### config.mk
export PLATFORM = sky130hd
export DESIGN_NAME = snoop_filter
export DESIGN_NICKNAME = d
export VERILOG_FILES = /design/src/rtl/snoop_filter_pkg.sv /design/src/rtl/sf_req_update.sv /design/src/rtl/sf_rsp_update.sv /design/src/rtl/snoop_filter.sv
export SDC_FILE = /design/constraint.sdc
export NUM_CORES = 1
export LEC_CHECK = 0
export CAP_MARGIN = 25
export CORE_ASPECT_RATIO = 1.4
export CORE_MARGIN = 10
export CORE_UTILIZATION = 53
export CTS_CLUSTER_SIZE = 16
export DETAILED_ROUTE_END_ITERATION = 6
export MAX_ROUTING_LAYER = met4
export PLACE_DENSITY_LB_ADDON = 0.08
export SYNTH_ARGS = -nofsm -noshare
export SYNTH_HDL_FRONTEND = slang
export SYNTH_HIERARCHICAL = 1
export SYNTH_SLANG_ARGS = --single-unit
### constraint.sdc
create_clock -name clk_i -period 2.8 [get_ports clk_i]
set_input_delay 0.42 -clock clk_i [delete_from_list [all_inputs] [get_ports clk_i]]
set_output_delay 0.42 -clock clk_i [all_outputs]
set_load 0.05 [all_outputs]
### src/rtl/snoop_filter_pkg.sv
package snoop_filter_pkg;
  typedef enum logic {
    REQ_RD_SHARED = 1'b0,
    REQ_UPGRADE   = 1'b1
  } req_kind_e;
endpackage

### src/rtl/sf_req_update.sv
module sf_req_update
  import snoop_filter_pkg::*;
#(
  parameter int NUM_PORTS = 4,
  parameter int TAG_W     = 10,
  localparam int PORT_W   = $clog2(NUM_PORTS)
) (
  input  logic                 vld_i,
  input  logic [TAG_W-1:0]     tag_i,
  input  logic [NUM_PORTS-1:0] hold_i,
  input  logic [NUM_PORTS-1:0] pend_i,
  input  logic [TAG_W-1:0]     req_tag_i,
  input  logic [PORT_W-1:0]    req_port_i,
  input  req_kind_e            req_kind_i,
  output logic                 vld_o,
  output logic [TAG_W-1:0]     tag_o,
  output logic [NUM_PORTS-1:0] hold_o,
  output logic [NUM_PORTS-1:0] pend_o,
  output logic                 hit_o,
  output logic [NUM_PORTS-1:0] snoop_o,
  output logic                 mem_o
);
  logic [NUM_PORTS-1:0] self;
  assign self = NUM_PORTS'(1) << req_port_i;

  always_comb begin
    hit_o = vld_i && (tag_i == req_tag_i);
    vld_o = 1'b1;
    tag_o = req_tag_i;
    if (hit_o) begin
      hold_o  = hold_i;
      pend_o  = pend_i | self;
      snoop_o = hold_i & ~self;
      mem_o   = (req_kind_i == REQ_RD_SHARED) && (snoop_o == '0);
    end else begin
      // fresh entry: nobody can supply, memory serves
      hold_o  = '0;
      pend_o  = self;
      snoop_o = '0;
      mem_o   = 1'b1;
    end
  end
endmodule

### src/rtl/sf_rsp_update.sv
module sf_rsp_update #(
  parameter int NUM_PORTS = 4,
  parameter int TAG_W     = 10,
  localparam int PORT_W   = $clog2(NUM_PORTS)
) (
  input  logic                 vld_i,
  input  logic [TAG_W-1:0]     tag_i,
  input  logic [NUM_PORTS-1:0] hold_i,
  input  logic [NUM_PORTS-1:0] pend_i,
  input  logic                 rsp_valid_i,
  input  logic [TAG_W-1:0]     rsp_tag_i,
  input  logic [PORT_W-1:0]    rsp_port_i,
  input  logic                 rsp_upg_i,
  output logic                 vld_o,
  output logic [TAG_W-1:0]     tag_o,
  output logic [NUM_PORTS-1:0] hold_o,
  output logic [NUM_PORTS-1:0] pend_o
);
  logic [NUM_PORTS-1:0] self;
  logic                 hit;
  assign self = NUM_PORTS'(1) << rsp_port_i;
  assign hit  = rsp_valid_i && vld_i && (tag_i == rsp_tag_i);

  always_comb begin
    vld_o  = vld_i;
    tag_o  = tag_i;
    hold_o = hold_i;
    pend_o = pend_i;
    if (hit) begin
      pend_o = pend_i & ~self;
      hold_o = rsp_upg_i ? self : (hold_i | self);
    end
  end
endmodule

### src/rtl/snoop_filter.sv
module snoop_filter
  import snoop_filter_pkg::*;
#(
  parameter int NUM_PORTS = 4,
  parameter int ADDR_W    = 12,
  parameter int IDX_W     = 2,
  localparam int PORT_W   = $clog2(NUM_PORTS),
  localparam int TAG_W    = ADDR_W - IDX_W,
  localparam int ENTRIES  = 1 << IDX_W
) (
  input  logic                 clk_i,
  input  logic                 rst_ni,
  input  logic                 req_valid_i,
  input  logic                 req_upg_i,
  input  logic [PORT_W-1:0]    req_port_i,
  input  logic [ADDR_W-1:0]    req_addr_i,
  input  logic                 rsp_valid_i,
  input  logic                 rsp_upg_i,
  input  logic                 rsp_data_i,
  input  logic [PORT_W-1:0]    rsp_port_i,
  input  logic [ADDR_W-1:0]    rsp_addr_i,
  output logic                 lk_valid_o,
  output logic                 lk_hit_o,
  output logic [NUM_PORTS-1:0] lk_snoop_o,
  output logic [NUM_PORTS-1:0] lk_pend_o,
  output logic                 lk_mem_o,
  output logic                 rsp_mem_o
);
  logic [ENTRIES-1:0]   vld_q;
  logic [TAG_W-1:0]     tag_q  [ENTRIES];
  logic [NUM_PORTS-1:0] hold_q [ENTRIES];
  logic [NUM_PORTS-1:0] pend_q [ENTRIES];

  logic [IDX_W-1:0] req_idx, rsp_idx;
  assign req_idx = req_addr_i[IDX_W-1:0];
  assign rsp_idx = rsp_addr_i[IDX_W-1:0];

  // response stage
  logic                 r_vld;
  logic [TAG_W-1:0]     r_tag;
  logic [NUM_PORTS-1:0] r_hold, r_pend;

  sf_rsp_update #(.NUM_PORTS(NUM_PORTS), .TAG_W(TAG_W)) u_rsp (
    .vld_i       (vld_q[rsp_idx]),
    .tag_i       (tag_q[rsp_idx]),
    .hold_i      (hold_q[rsp_idx]),
    .pend_i      (pend_q[rsp_idx]),
    .rsp_valid_i (rsp_valid_i),
    .rsp_tag_i   (rsp_addr_i[ADDR_W-1:IDX_W]),
    .rsp_port_i  (rsp_port_i),
    .rsp_upg_i   (rsp_upg_i),
    .vld_o       (r_vld),
    .tag_o       (r_tag),
    .hold_o      (r_hold),
    .pend_o      (r_pend)
  );

  // request stage sees the entry after a same-cycle response
  logic                 same;
  logic                 b_vld;
  logic [TAG_W-1:0]     b_tag;
  logic [NUM_PORTS-1:0] b_hold, b_pend;
  assign same   = rsp_valid_i && (rsp_idx == req_idx);
  assign b_vld  = same ? r_vld  : vld_q[req_idx];
  assign b_tag  = same ? r_tag  : tag_q[req_idx];
  assign b_hold = same ? r_hold : hold_q[req_idx];
  assign b_pend = same ? r_pend : pend_q[req_idx];

  logic                 q_vld, q_hit, q_mem;
  logic [TAG_W-1:0]     q_tag;
  logic [NUM_PORTS-1:0] q_hold, q_pend, q_snoop;

  sf_req_update #(.NUM_PORTS(NUM_PORTS), .TAG_W(TAG_W)) u_req (
    .vld_i      (b_vld),
    .tag_i      (b_tag),
    .hold_i     (b_hold),
    .pend_i     (b_pend),
    .req_tag_i  (req_addr_i[ADDR_W-1:IDX_W]),
    .req_port_i (req_port_i),
    .req_kind_i (req_kind_e'(req_upg_i)),
    .vld_o      (q_vld),
    .tag_o      (q_tag),
    .hold_o     (q_hold),
    .pend_o     (q_pend),
    .hit_o      (q_hit),
    .snoop_o    (q_snoop),
    .mem_o      (q_mem)
  );

  always_ff @(posedge clk_i or negedge rst_ni) begin
    if (!rst_ni) begin
      vld_q <= '0;
      for (int e = 0; e < ENTRIES; e++) begin
        tag_q[e]  <= '0;
        hold_q[e] <= '0;
        pend_q[e] <= '0;
      end
    end else begin
      if (rsp_valid_i) begin
        vld_q[rsp_idx]  <= r_vld;
        tag_q[rsp_idx]  <= r_tag;
        hold_q[rsp_idx] <= r_hold;
        pend_q[rsp_idx] <= r_pend;
      end
      // later write wins; it already includes the response
      if (req_valid_i) begin
        vld_q[req_idx]  <= q_vld;
        tag_q[req_idx]  <= q_tag;
        hold_q[req_idx] <= q_hold;
        pend_q[req_idx] <= q_pend;
      end
    end
  end

  always_ff @(posedge clk_i or negedge rst_ni) begin
    if (!rst_ni) begin
      lk_valid_o <= 1'b0;
      lk_hit_o   <= 1'b0;
      lk_snoop_o <= '0;
      lk_pend_o  <= '0;
      lk_mem_o   <= 1'b0;
      rsp_mem_o  <= 1'b0;
    end else begin
      lk_valid_o <= req_valid_i;
      lk_hit_o   <= req_valid_i && q_hit;
      lk_snoop_o <= req_valid_i ? q_snoop : '0;
      lk_pend_o  <= req_valid_i ? q_pend : '0;
      lk_mem_o   <= req_valid_i && q_mem;
      rsp_mem_o  <= rsp_valid_i && !rsp_upg_i && !rsp_data_i;
    end
  end


  lk_latency_chk: assert property (@(posedge clk_i) disable iff (!rst_ni)
    req_valid_i |=> lk_valid_o);

  miss_quiet_chk: assert property (@(posedge clk_i) disable iff (!rst_ni)
    (lk_valid_o && !lk_hit_o) |-> (lk_snoop_o == '0 && lk_mem_o));

  no_self_snoop_chk: assert property (@(posedge clk_i) disable iff (!rst_ni)
    (req_valid_i) |=> !lk_snoop_o[$past(req_port_i)]);

  pend_self_chk: assert property (@(posedge clk_i) disable iff (!rst_ni)
    (req_valid_i) |=> lk_pend_o[$past(req_port_i)]);

  upg_no_mem_chk: assert property (@(posedge clk_i) disable iff (!rst_ni)
    (req_valid_i && req_upg_i) |=> (!lk_mem_o || !lk_hit_o));

  supply_no_mem_chk: assert property (@(posedge clk_i) disable iff (!rst_ni)
    (rsp_valid_i && rsp_data_i) |=> !rsp_mem_o);
endmodule

==> flow_metrics.tcl, run 1 <==
set metrics [dict create \
    clock-root-buffer "clkbuf_16" \
    max_stage_delay_ns 0.51 \
    yosysWarnings 6 \
    row_count 45 \
    cp_max_fo 4 \
    arrival_ns 3.34 \
    critPathLaunchType "flip-flop" \
    n_antenna_cell 0 \
    layout_commonest_cell "buf_4" \
    cts_tree "done" \
    drt_wl_total_microns 17600 \
    powerDensity_nw_per_um2 662 \
    fin_util_pct 73.2 \
    drtIter0Drc 288 \
    drive_gt1_share_pct 42.5 \
    routabilityCongestion 0.882 \
    hold_violations 0 \
    hpwlAfterDp_microns 11100 \
    antenna_found_initial 0 \
    outcome "complete, but fails checks" \
    area_growth_pct 35.2 \
    grt.total_usage_pct 22.9 \
    overflow 0 \
    routedWlPerCell_microns 22.3 \
    drtPass1Iterations 5 \
    cpMaxStageDelayCell "mux4_2" \
    synth-edff-count 0 \
    worst_pin_slew_ns 0.541 \
    crit_chain "mux4_2 -> xor2_2 -> or4_4 -> buf_8 -> o31ai_4 -> o21ai_2 -> mux2_4 -> a211oi_2 -> nor3_2 -> o31ai_1 -> and2_1" \
    syn-cell-area_sq_um 5850 \
    synthDistinctLibCells 39 \
    avgSynthCellArea_sq_um 11.1 \
    syn_nets 560 \
    setup_ws_ns -0.246 \
    vias_per_cell 5.92 \
    antenna_left 0 \
    rsz0062_at_grt "true" \
    clk_latency_ns 0.35 \
    fin_crit_ns 3.05 \
    critical_path_buf_inv_count 1 \
    cp_top_family "multiplexers" \
    grt_pass1_wl_microns 26600 \
    ioPinCount 47 \
    irDropWorstVdd_mv 0.349 \
    setup_viol 40 \
    async_flop_share_pct 100 \
    cap_violations 0 \
    cts_buffers 9 \
    dieArea_sq_um 15700 \
    start_util_pct 54.1 \
    synth_seq_cells 88 \
    nets 679 \
    grt_pass1_vias 4839 \
    crit_path_end_kind "flip-flop" \
    route.detailed.drc 0 \
    skew_ns 0.00443 \
    vias 4678 \
    final_cell_mix "buf_4, dfrtp_1, mux2i_1" \
    worst_hold_slack_ns 0.0461 \
    grt_max_degree 51 \
    period_share_pct 109 \
    p_leak_uw 0.00360 \
    min_path_type "in -> async" \
    dieHeight_microns 144 \
    timing_worst_setup_path_type "reg -> reg" \
    worstPathRequired_ns 3.09 \
    synth-seq-area-share_pct 37.7 \
    cts_max_path_buffers 2 \
    slew_headroom_pct 63.9 \
    synthCells 525 \
    ys.flop_type "dfrtp_1" \
    cts_sinks 88 \
    drv_slew 0 \
    htree_levels 3 \
    path_clk_slew_ns 0.06 \
    core_area_sq_um 10800 \
    io_buffers 46 \
    die_w_microns 109 \
    violations "negative setup slack" \
    max_freq_mhz 328 \
]
==> layout make-up <==
| type | count | area, sq um |
|---|---|---|
| tap | 141 | 176 |
| clock buffer | 13 | 250 |
| inverter | 2 | 7.51 |
| timing repair buffer | 168 | 1620 |
| clock inverter | 3 | 65.1 |
| fill | 743 | 2900 |
| multi-input combinational | 375 | 3590 |
| sequential | 88 | 2200 |
==> where the power goes <==
| group | switching (uW) | total (uW) | internal (uW) | leakage, uW |
|---|---|---|---|---|
| clock network | 506 | 1310 | 806 | 0.000154 |
| registers | 215 | 1780 | 1570 | 0.00105 |
| logic | 904 | 2140 | 1240 | 0.00240 |
==> final timing paths <==
path                       depth (start not counted)  slack [ns]           startpoint                  end
max in group asynchronous                          2        2.08               rst_ni  hold_q[4]$_DFF_PN0_
min in group clk_i                                 2        0.59  hold_q[0]$_DFF_PN0_  hold_q[0]$_DFF_PN0_
hold reg to reg                                    2        0.59  hold_q[0]$_DFF_PN0_  hold_q[0]$_DFF_PN0_
setup reg to reg                                  11       -0.25  tag_q[31]$_DFF_PN0_   lk_mem_o$_DFF_PN0_
hold / removal                                     1        0.05               rst_ni  pend_q[8]$_DFF_PN0_
setup / recovery                                  11       -0.25  tag_q[31]$_DFF_PN0_   lk_mem_o$_DFF_PN0_
==> sequential cells by signal, summed over array words and instances, names as in the netlist <==
register	count
lk_hit_o	1
lk_pend_o	4
lk_snoop_o	4
hold_q	16
tag_q	40
pend_q	16
lk_valid_o	1
vld_q	4
lk_mem_o	1
rsp_mem_o	1
==> stage by stage <==
step / setup slack [ns] / std cells / instance area, sq um / power (uW) / TNS, ns
2_1_floorplan: -0.372 / 525 / 5900 / 2940 / -10.49
3_3_place_gp: -1.03 / 737 / 6840 / 3520 / -37.15
3_5_place_dp: -1.05 / 737 / 6840 / 3590 / -38.70
4_1_cts: -0.318 / 776 / 7520 / 5080 / -8.83
5_1_grt: -0.370 / 790 / 7910 / 5480 / -8.94
6_report: -0.246 / 790 / 7910 / 5240 / -6.40
==> kinds of logic (layout without fill, tap and decap cells) <==
kind of cell,after synthesis,in the layout,share of synthesized area (%)
AO/OA/AOI/OAI,95,95,8.86
other,1,1,0.0641
buffers and inverters,62,186,7.72
AND/OR/NAND/NOR,124,124,10.5
flip-flops,88,88,37.7
multiplexers,133,133,31.9
XOR/XNOR,22,22,3.29
==> routing by layer <==
metal | GRT usage, % | share of wire, % | vias to the layer above
met5 | - | 0 | -
met4 | 10.7 | 2.9 | 0
met3 | 2.27 | 4.1 | 32
met2 | 39.4 | 54 | 156
met1 | 26.3 | 39 | 2367
li1 | - | - | 2123
==> synth_stat cells, types with 2 or more instances <==
library cell  count  area [sq um]
nand3b_1          4          30.0
nand3_1           3          15.0
mux2_4           10           150
nor3_1            3          15.0
dfrtp_1          88          2200
nand2b_1          4          25.0
inv_1             2          7.51
a21oi_1          57           285
and3_1            4          25.0
mux2i_1          76           761
clkbuf_1          6          22.5
buf_6            11           124
mux4_2           38           856
buf_4            29           218
o31ai_1           5          37.5
o21a_1            5          37.5
nor2_1           57           214
nand2_1          22          82.6
nand4_1           3          18.8
buf_2            13          65.1
mux2_2            9           101
xor2_1            3          26.3
a22o_1            4          35.0
and2_1           15          93.8
xnor2_1          19           166
o21ai_1           4          20.0
o21ai_0          19          95.1
==> repair_timing <==
item,4_1_cts,5_1_grt
buffers inserted,23,17
cloned,0,1
pin swaps,48,30
gates resized for setup,44,69
hold buffers,0,0
endpoints found under the setup margin,42,41
Power figures use the tool's default switching activity.
==> inputs of run 2 (changes only) <==
--- a/config.mk
+++ b/config.mk
@@ -12,7 +12,7 @@
 export CTS_CLUSTER_SIZE = 16
 export DETAILED_ROUTE_END_ITERATION = 6
 export MAX_ROUTING_LAYER = met4
-export PLACE_DENSITY_LB_ADDON = 0.08
+export PLACE_DENSITY = 0.82
 export SYNTH_ARGS = -nofsm -noshare
 export SYNTH_HDL_FRONTEND = slang
 export SYNTH_HIERARCHICAL = 1
==> run 2 against run 1 <==
The run ends with negative hold slack, negative setup slack left. Clock skew is 0.0073 ns higher. Die area stayed put. Register-to-register slack worse by 0.08 ns. Fmax is 2.5% lower. Power is 3.7% lower. Worst hold slack worse by 0.050 ns. Flip-flop and latch count stayed put. Count of clock-buffer cells in the layout is 2 lower. Clock power is 12% lower. Wire length is 7.1% higher. Cell area is 4.6% lower. Combinational power is 3% lower.
==> flow_metrics.tcl, run 2 (synthesis results as in run 1) <==
set metrics [dict create \
    outcome "complete, but fails checks" \
    powerDensity_nw_per_um2 668 \
    ioPinCount 47 \
    multi_input_area_sq_um 3530 \
    fin_crit_ns 3.13 \
    critPathLaunchType "flip-flop" \
    m1WireLength_microns 6760 \
    max_freq_mhz 320 \
    wl_met2_microns 9330 \
    arrival_ns 3.36 \
    start_util_pct 54.1 \
    cts_sinks 88 \
    hold_violations 5 \
    grt_max_degree 62 \
    violations "negative hold slack, negative setup slack" \
    skew_ns 0.0117 \
    reg2reg_depth 11 \
    reg_top3 "tag_q x40, hold_q x16, pend_q x16" \
    rsz0062_at_grt "true" \
    dieHeight_microns 144 \
    vias 5064 \
    drv_slew 0 \
    n_antenna_cell 0 \
    worstPathRequired_ns 3.04 \
    drtPass1Iterations 5 \
    clk_latency_ns 0.35 \
    slew_headroom_pct 66.1 \
    grt_pass1_wl_microns 27500 \
    cts_buffers 9 \
    row_count 45 \
    regMostFlops "tag_q" \
    antenna_left 0 \
    antenna_found_initial 0 \
    timing_worst_setup_path_type "reg -> reg" \
    io_buffers 46 \
    r2r_start "tag_q[26]$_DFF_PN0_" \
    largest_reg_flops 40 \
    hpwlAfterDp_microns 11200 \
    crit_chain "mux4_2 -> xor2_1 -> or4_4 -> or3_4 -> buf_4 -> o21ai_4 -> mux2_4 -> nor3_2 -> nor3_2 -> o31ai_1 -> and2_1" \
    cpMaxStageDelayCell "or4_4" \
    overflow 0 \
    cp-startpoint "tag_q[26]$_DFF_PN0_" \
    endpoint "lk_mem_o$_DFF_PN0_" \
    crit_top_cell "nor3_2" \
    min_path_type "in -> async" \
    cp_max_fo 8 \
    n_fill_cell 714 \
    highest_layer "met4" \
    routedWlPerCell_microns 24.3 \
    nets 663 \
    cts_max_path_buffers 2 \
    cap_violations 0 \
    clock-root-buffer "clkbuf_16" \
    dieArea_sq_um 15700 \
    area_growth_pct 29.0 \
    period_share_pct 112 \
    route.detailed.drc 0 \
    worst_hold_slack_ns -0.00380 \
    irDropWorstVdd_mv 0.441 \
    final_cell_mix "buf_4, dfrtp_1, mux2i_1" \
    ctsHoldBuffers 0 \
    drive_gt1_share_pct 37.8 \
    routabilityCongestion 0.866 \
    layout_commonest_cell "buf_4" \
    core_area_sq_um 10800 \
    r2r-end "lk_mem_o$_DFF_PN0_" \
    cts_tree "done" \
    htree_levels 3 \
    p_leak_uw 0.00346 \
    grt_pass1_vias 5173 \
    setup_viol 41 \
    fin_total_pwr_uw 5040 \
    drt_wl_total_microns 18800 \
    crit_path_end_kind "flip-flop" \
    rrSetupSlack_ns -0.33 \
    max_stage_delay_ns 0.55 \
    die_w_microns 109 \
    drtIter0Drc 428 \
    wl_met3_microns 1530 \
    register_area_sq_um 2200 \
    grt.total_usage_pct 23.3 \
    setup_ws_ns -0.326 \
    worst_pin_slew_ns 0.507 \
    vias_per_cell 6.54 \
    path_clk_slew_ns 0.07 \
]
## run 2: cell count changes in the layout (fill, tap and decap cells not counted), sizes merged, moves of 2 or more
cell	previous run	this run
bufinv	2	0
clkbuf	15	12
buf	123	107
clkinv	1	3
## run 2: layout make-up
class | instances | share of cell area [%]
Multi-Input combinational cell | 376 | 46.8
Sequential cell | 88 | 29.2
Timing Repair Buffer | 151 | 17.9
Clock buffer | 11 | 3.22
Tap cell | 141 | 2.34
Clock inverter | 5 | 0.415
Inverter | 2 | 0.0995
## run 2: worst min-delay path by stage
stage	startpoint	end	slack (ns)	cells after the start
floorplan	rst_ni	hold_q[0]$_DFF_PN0_	0.12	0
global placement	pend_q[3]$_DFF_PN0_	pend_q[3]$_DFF_PN0_	0.56	2
detailed placement	rst_ni	lk_pend_o[2]$_DFF_PN0_	0.37	1
CTS	rst_ni	lk_pend_o[2]$_DFF_PN0_	0.008	1
global route	rst_ni	lk_pend_o[2]$_DFF_PN0_	0.02	1
finish	rst_ni	lk_pend_o[2]$_DFF_PN0_	-0.004	1
## run 2: power breakdown
part | switching (uW) | internal, uW
clock network | 521 | 625
logic | 941 | 1140
registers | 247 | 1570
## run 2: metrics by stage
stage / util (%) / instances / worst slack, ns / cell area [sq um] / setup TNS, ns
finish: 69.8 / 774 / -0.326 / 7550 / -8.56
global route: 69.8 / 774 / -0.336 / 7550 / -10.29
CTS: 67.8 / 765 / -0.306 / 7330 / -7.89
detailed placement: 62.2 / 733 / -1.14 / 6730 / -41.57
global placement: 62.0 / 732 / -1.13 / 6700 / -39.69
floorplan: - / 525 / -0.372 / 5900 / -10.49
## run 2: metal layers
metal	vias up	track usage [%]
li1	2085	-
met1	2492	26.2
met2	371	39.1
met3	116	3.88
met4	0	11.8
met5	-	-
## run 2: worst max-delay path: cells and delay by family, from the launching register on
kind                      cells  cell delay (ns)
muxes                         2             0.69
AOI/OAI and AO/OA             2             0.21
and+or+nand+nor               5             1.38
DFF                           1             0.40
xor gates and xnor gates      1             0.17
buffers and inverters         1             0.17
## run 2: what timing repair did
item                       4_1_cts  5_1_grt
gates resized for setup         50       33
setup endpoints to repair       42       42
buffers inserted                15        8
cloned                           1        2
pin swaps                       38       12
==> inputs of run 3 (changes only) <==
--- a/config.mk
+++ b/config.mk
@@ -8,11 +8,12 @@
 export CAP_MARGIN = 25
 export CORE_ASPECT_RATIO = 1.4
 export CORE_MARGIN = 10
-export CORE_UTILIZATION = 53
+export CORE_UTILIZATION = 59
 export CTS_CLUSTER_SIZE = 16
 export DETAILED_ROUTE_END_ITERATION = 6
+export GPL_TIMING_DRIVEN = 0
 export MAX_ROUTING_LAYER = met4
-export PLACE_DENSITY = 0.82
+export PLACE_DENSITY = 0.86
 export SYNTH_ARGS = -nofsm -noshare
 export SYNTH_HDL_FRONTEND = slang
 export SYNTH_HIERARCHICAL = 1
==> constraint.sdc (replaced) <==
create_clock -name clk_i -period 2.9 [get_ports clk_i]
set_input_delay 0.435 -clock clk_i [delete_from_list [all_inputs] [get_ports clk_i]]
set_output_delay 0.435 -clock clk_i [all_outputs]
set_load 0.05 [all_outputs]
==> run 3 against run 2 <==
The flow finishes with violations (negative setup slack). Worst hold slack gained 0.51 ns. Register-to-register slack improved by 0.04 ns. Non-clock buffer count is 20 lower. Clock skew decreased by 0.0037 ns. Clock power increased by 4%. Global-route usage increased by 2.3 points. Fmax is 2.0% lower. Cell area down 2.9%. Sequential share of layout area is 0.88 points higher. Worst setup slack gained 0.035 ns. Power down 6.2%. Highest routed layer unchanged.
==> flow_metrics.tcl, run 3 (synthesis results as in run 1) <==
set metrics [dict create \
    rsz0062_at_grt "true" \
    routabilityCongestion 0.941 \
    fin_util_pct 76.6 \
    critPathLaunchType "flip-flop" \
    vias_per_cell 6.61 \
    outcome "complete, but fails checks" \
    final_area_sq_um 7330 \
    skew_ns 0.00800 \
    seqPwrFrac_pct 36.7 \
    p_sw_uw 1530 \
    start_util_pct 61.1 \
    row_count 42 \
    antenna_left 0 \
    regMostFlops "tag_q" \
    clk_latency_ns 0.35 \
    setup_ws_ns -0.291 \
    hpwlAfterDp_microns 11400 \
    vias 4918 \
    grt_pass1_wl_microns 27900 \
    reg_top3 "tag_q x40, hold_q x16, pend_q x16" \
    cts_max_path_buffers 2 \
    min_path_type "in -> async" \
    p_leak_uw 0.00328 \
    pwr-share-comb_pct 37.8 \
    max_stage_delay_ns 0.59 \
    violations "negative setup slack" \
    largest_reg_flops 40 \
    dpl_worst_slack_ns -1.34 \
    slew_headroom_pct 43.5 \
    dpl-instance-area_sq_um 6530 \
    io_buffers 44 \
    grt.total_usage_pct 25.6 \
    ioPinCount 47 \
    routedWlPerCell_microns 24.3 \
    clock-root-buffer "clkbuf_16" \
    cts_tree "done" \
    powerDensity_nw_per_um2 646 \
    setup_viol 33 \
    path_clk_slew_ns 0.06 \
    drv_slew 0 \
    antenna_found_initial 0 \
    htree_levels 3 \
    drt_wl_total_microns 18100 \
    p_int_uw 3200 \
    power.share.switching_pct 32.3 \
    grt_max_degree 70 \
    arrival_ns 3.41 \
    cts_sinks 88 \
    drtPass1Iterations 6 \
    drtIter0Drc 394 \
    layout_commonest_cell "dfrtp_1" \
    irDropWorstVdd_mv 0.510 \
    cpMaxStageDelayCell "or4_4" \
    area_growth_pct 25.3 \
    cts_buffers 9 \
    crit_chain "mux4_2 -> xor2_1 -> or4_4 -> or3_4 -> o21a_4 -> mux2_4 -> a22o_4 -> nor2_2 -> a21oi_2" \
    max_freq_mhz 313 \
    die_w_microns 104 \
    final_cell_mix "dfrtp_1, mux2i_1, buf_4" \
    finalSetupTns_ns -6.30 \
    dieHeight_microns 138 \
    pwr-share-clk_pct 25.4 \
    worst_pin_slew_ns 0.848 \
    n_fill_cell 610 \
    cap_violations 0 \
    n_antenna_cell 0 \
    cp_max_fo 8 \
    crit_path_end_kind "flip-flop" \
    hold_violations 0 \
    route.detailed.drc 0 \
    worstPathRequired_ns 3.12 \
    fin_total_pwr_uw 4730 \
    nets 642 \
    drive_gt1_share_pct 34.5 \
    grt_pass1_vias 5201 \
    period_share_pct 110 \
    core_area_sq_um 9560 \
    fin_crit_ns 3.19 \
    dieArea_sq_um 14400 \
    overflow 0 \
    timing_worst_setup_path_type "reg -> reg" \
]
==> run 3: changes by cell type in the layout (fill, tap and decap cells not counted), moves of 4 or more <==
cell	change
a21oi_1	-4
a21oi_2	+4
buf_2	+9
buf_4	-38
buf_6	+5
clkbuf_1	+8
xnor2_1	+7
xnor2_2	-6
==> run 3: final timing paths <==
check / start / to / slack, ns / cells past startpoint
setup / recovery: tag_q[28]$_DFF_PN0_ / pend_q[5]$_DFF_PN0_ / -0.29 / 9
hold / removal: rst_ni / pend_q[6]$_DFF_PN0_ / 0.51 / 2
setup reg to reg: tag_q[28]$_DFF_PN0_ / pend_q[5]$_DFF_PN0_ / -0.29 / 9
hold reg to reg: hold_q[3]$_DFF_PN0_ / hold_q[3]$_DFF_PN0_ / 0.59 / 2
max in group asynchronous: rst_ni / pend_q[14]$_DFF_PN0_ / 1.72 / 3
min in group clk_i: hold_q[3]$_DFF_PN0_ / hold_q[3]$_DFF_PN0_ / 0.59 / 2
==> run 3: metrics by stage <==
step                      std cells  hold slack [ns]
after floorplan                 525            0.139
after global placement          701            0.550
after detailed placement        702            0.337
after CTS                       737            0.527
after global routing            744            0.533
final                           744            0.506
==> run 3: area by class of cell <==
cell class / instances / area [sq um] / area share, %
well taps: 132 / 165 / 2.25
multi-input cells: 375 / 3500 / 47.8
inverters: 2 / 7.51 / 0.102
repair buffers: 73 / 689 / 9.41
plain buffers: 58 / 460 / 6.29
flip-flops and latches: 88 / 2200 / 30.1
clock buffers: 14 / 264 / 3.60
clock inverters: 2 / 37.5 / 0.512
==> run 3: timing repair <==
| item | 4_1_cts | 5_1_grt |
|---|---|---|
| cloned | 0 | 0 |
| pin swaps | 22 | 14 |
| buffers inserted | 18 | 9 |
| hold buffers | 1 | 0 |
| hold endpoints to repair | 19 | 0 |
| resized for setup | 52 | 33 |
| setup endpoints to repair | 42 | 41 |
==> run 3: critical path, delay by kind of cell (launching register included) <==
kind,cells,cell delay [ns]
and+or+nand+nor,3,1.19
DFF,1,0.38
xor gates and xnor gates,1,0.16
muxes,2,0.78
AOI/OAI and AO/OA,3,0.54
==> run 3: power groups by stage <==
stage	Clock [uW]	Sequential [uW]	Combinational, uW
after detailed placement	0	1740	1500
after global routing	1250	1770	1900
after floorplan	0	1680	1160
after CTS	1200	1720	1670
final	1200	1740	1790
after global placement	0	1710	1430
==> run 3: routing by layer <==
layer	GRT usage, %	wire length [microns]
met3	4.53	1540
met4	16.1	1040
met2	42.4	8990
met1	28.5	6490
met5	-	0
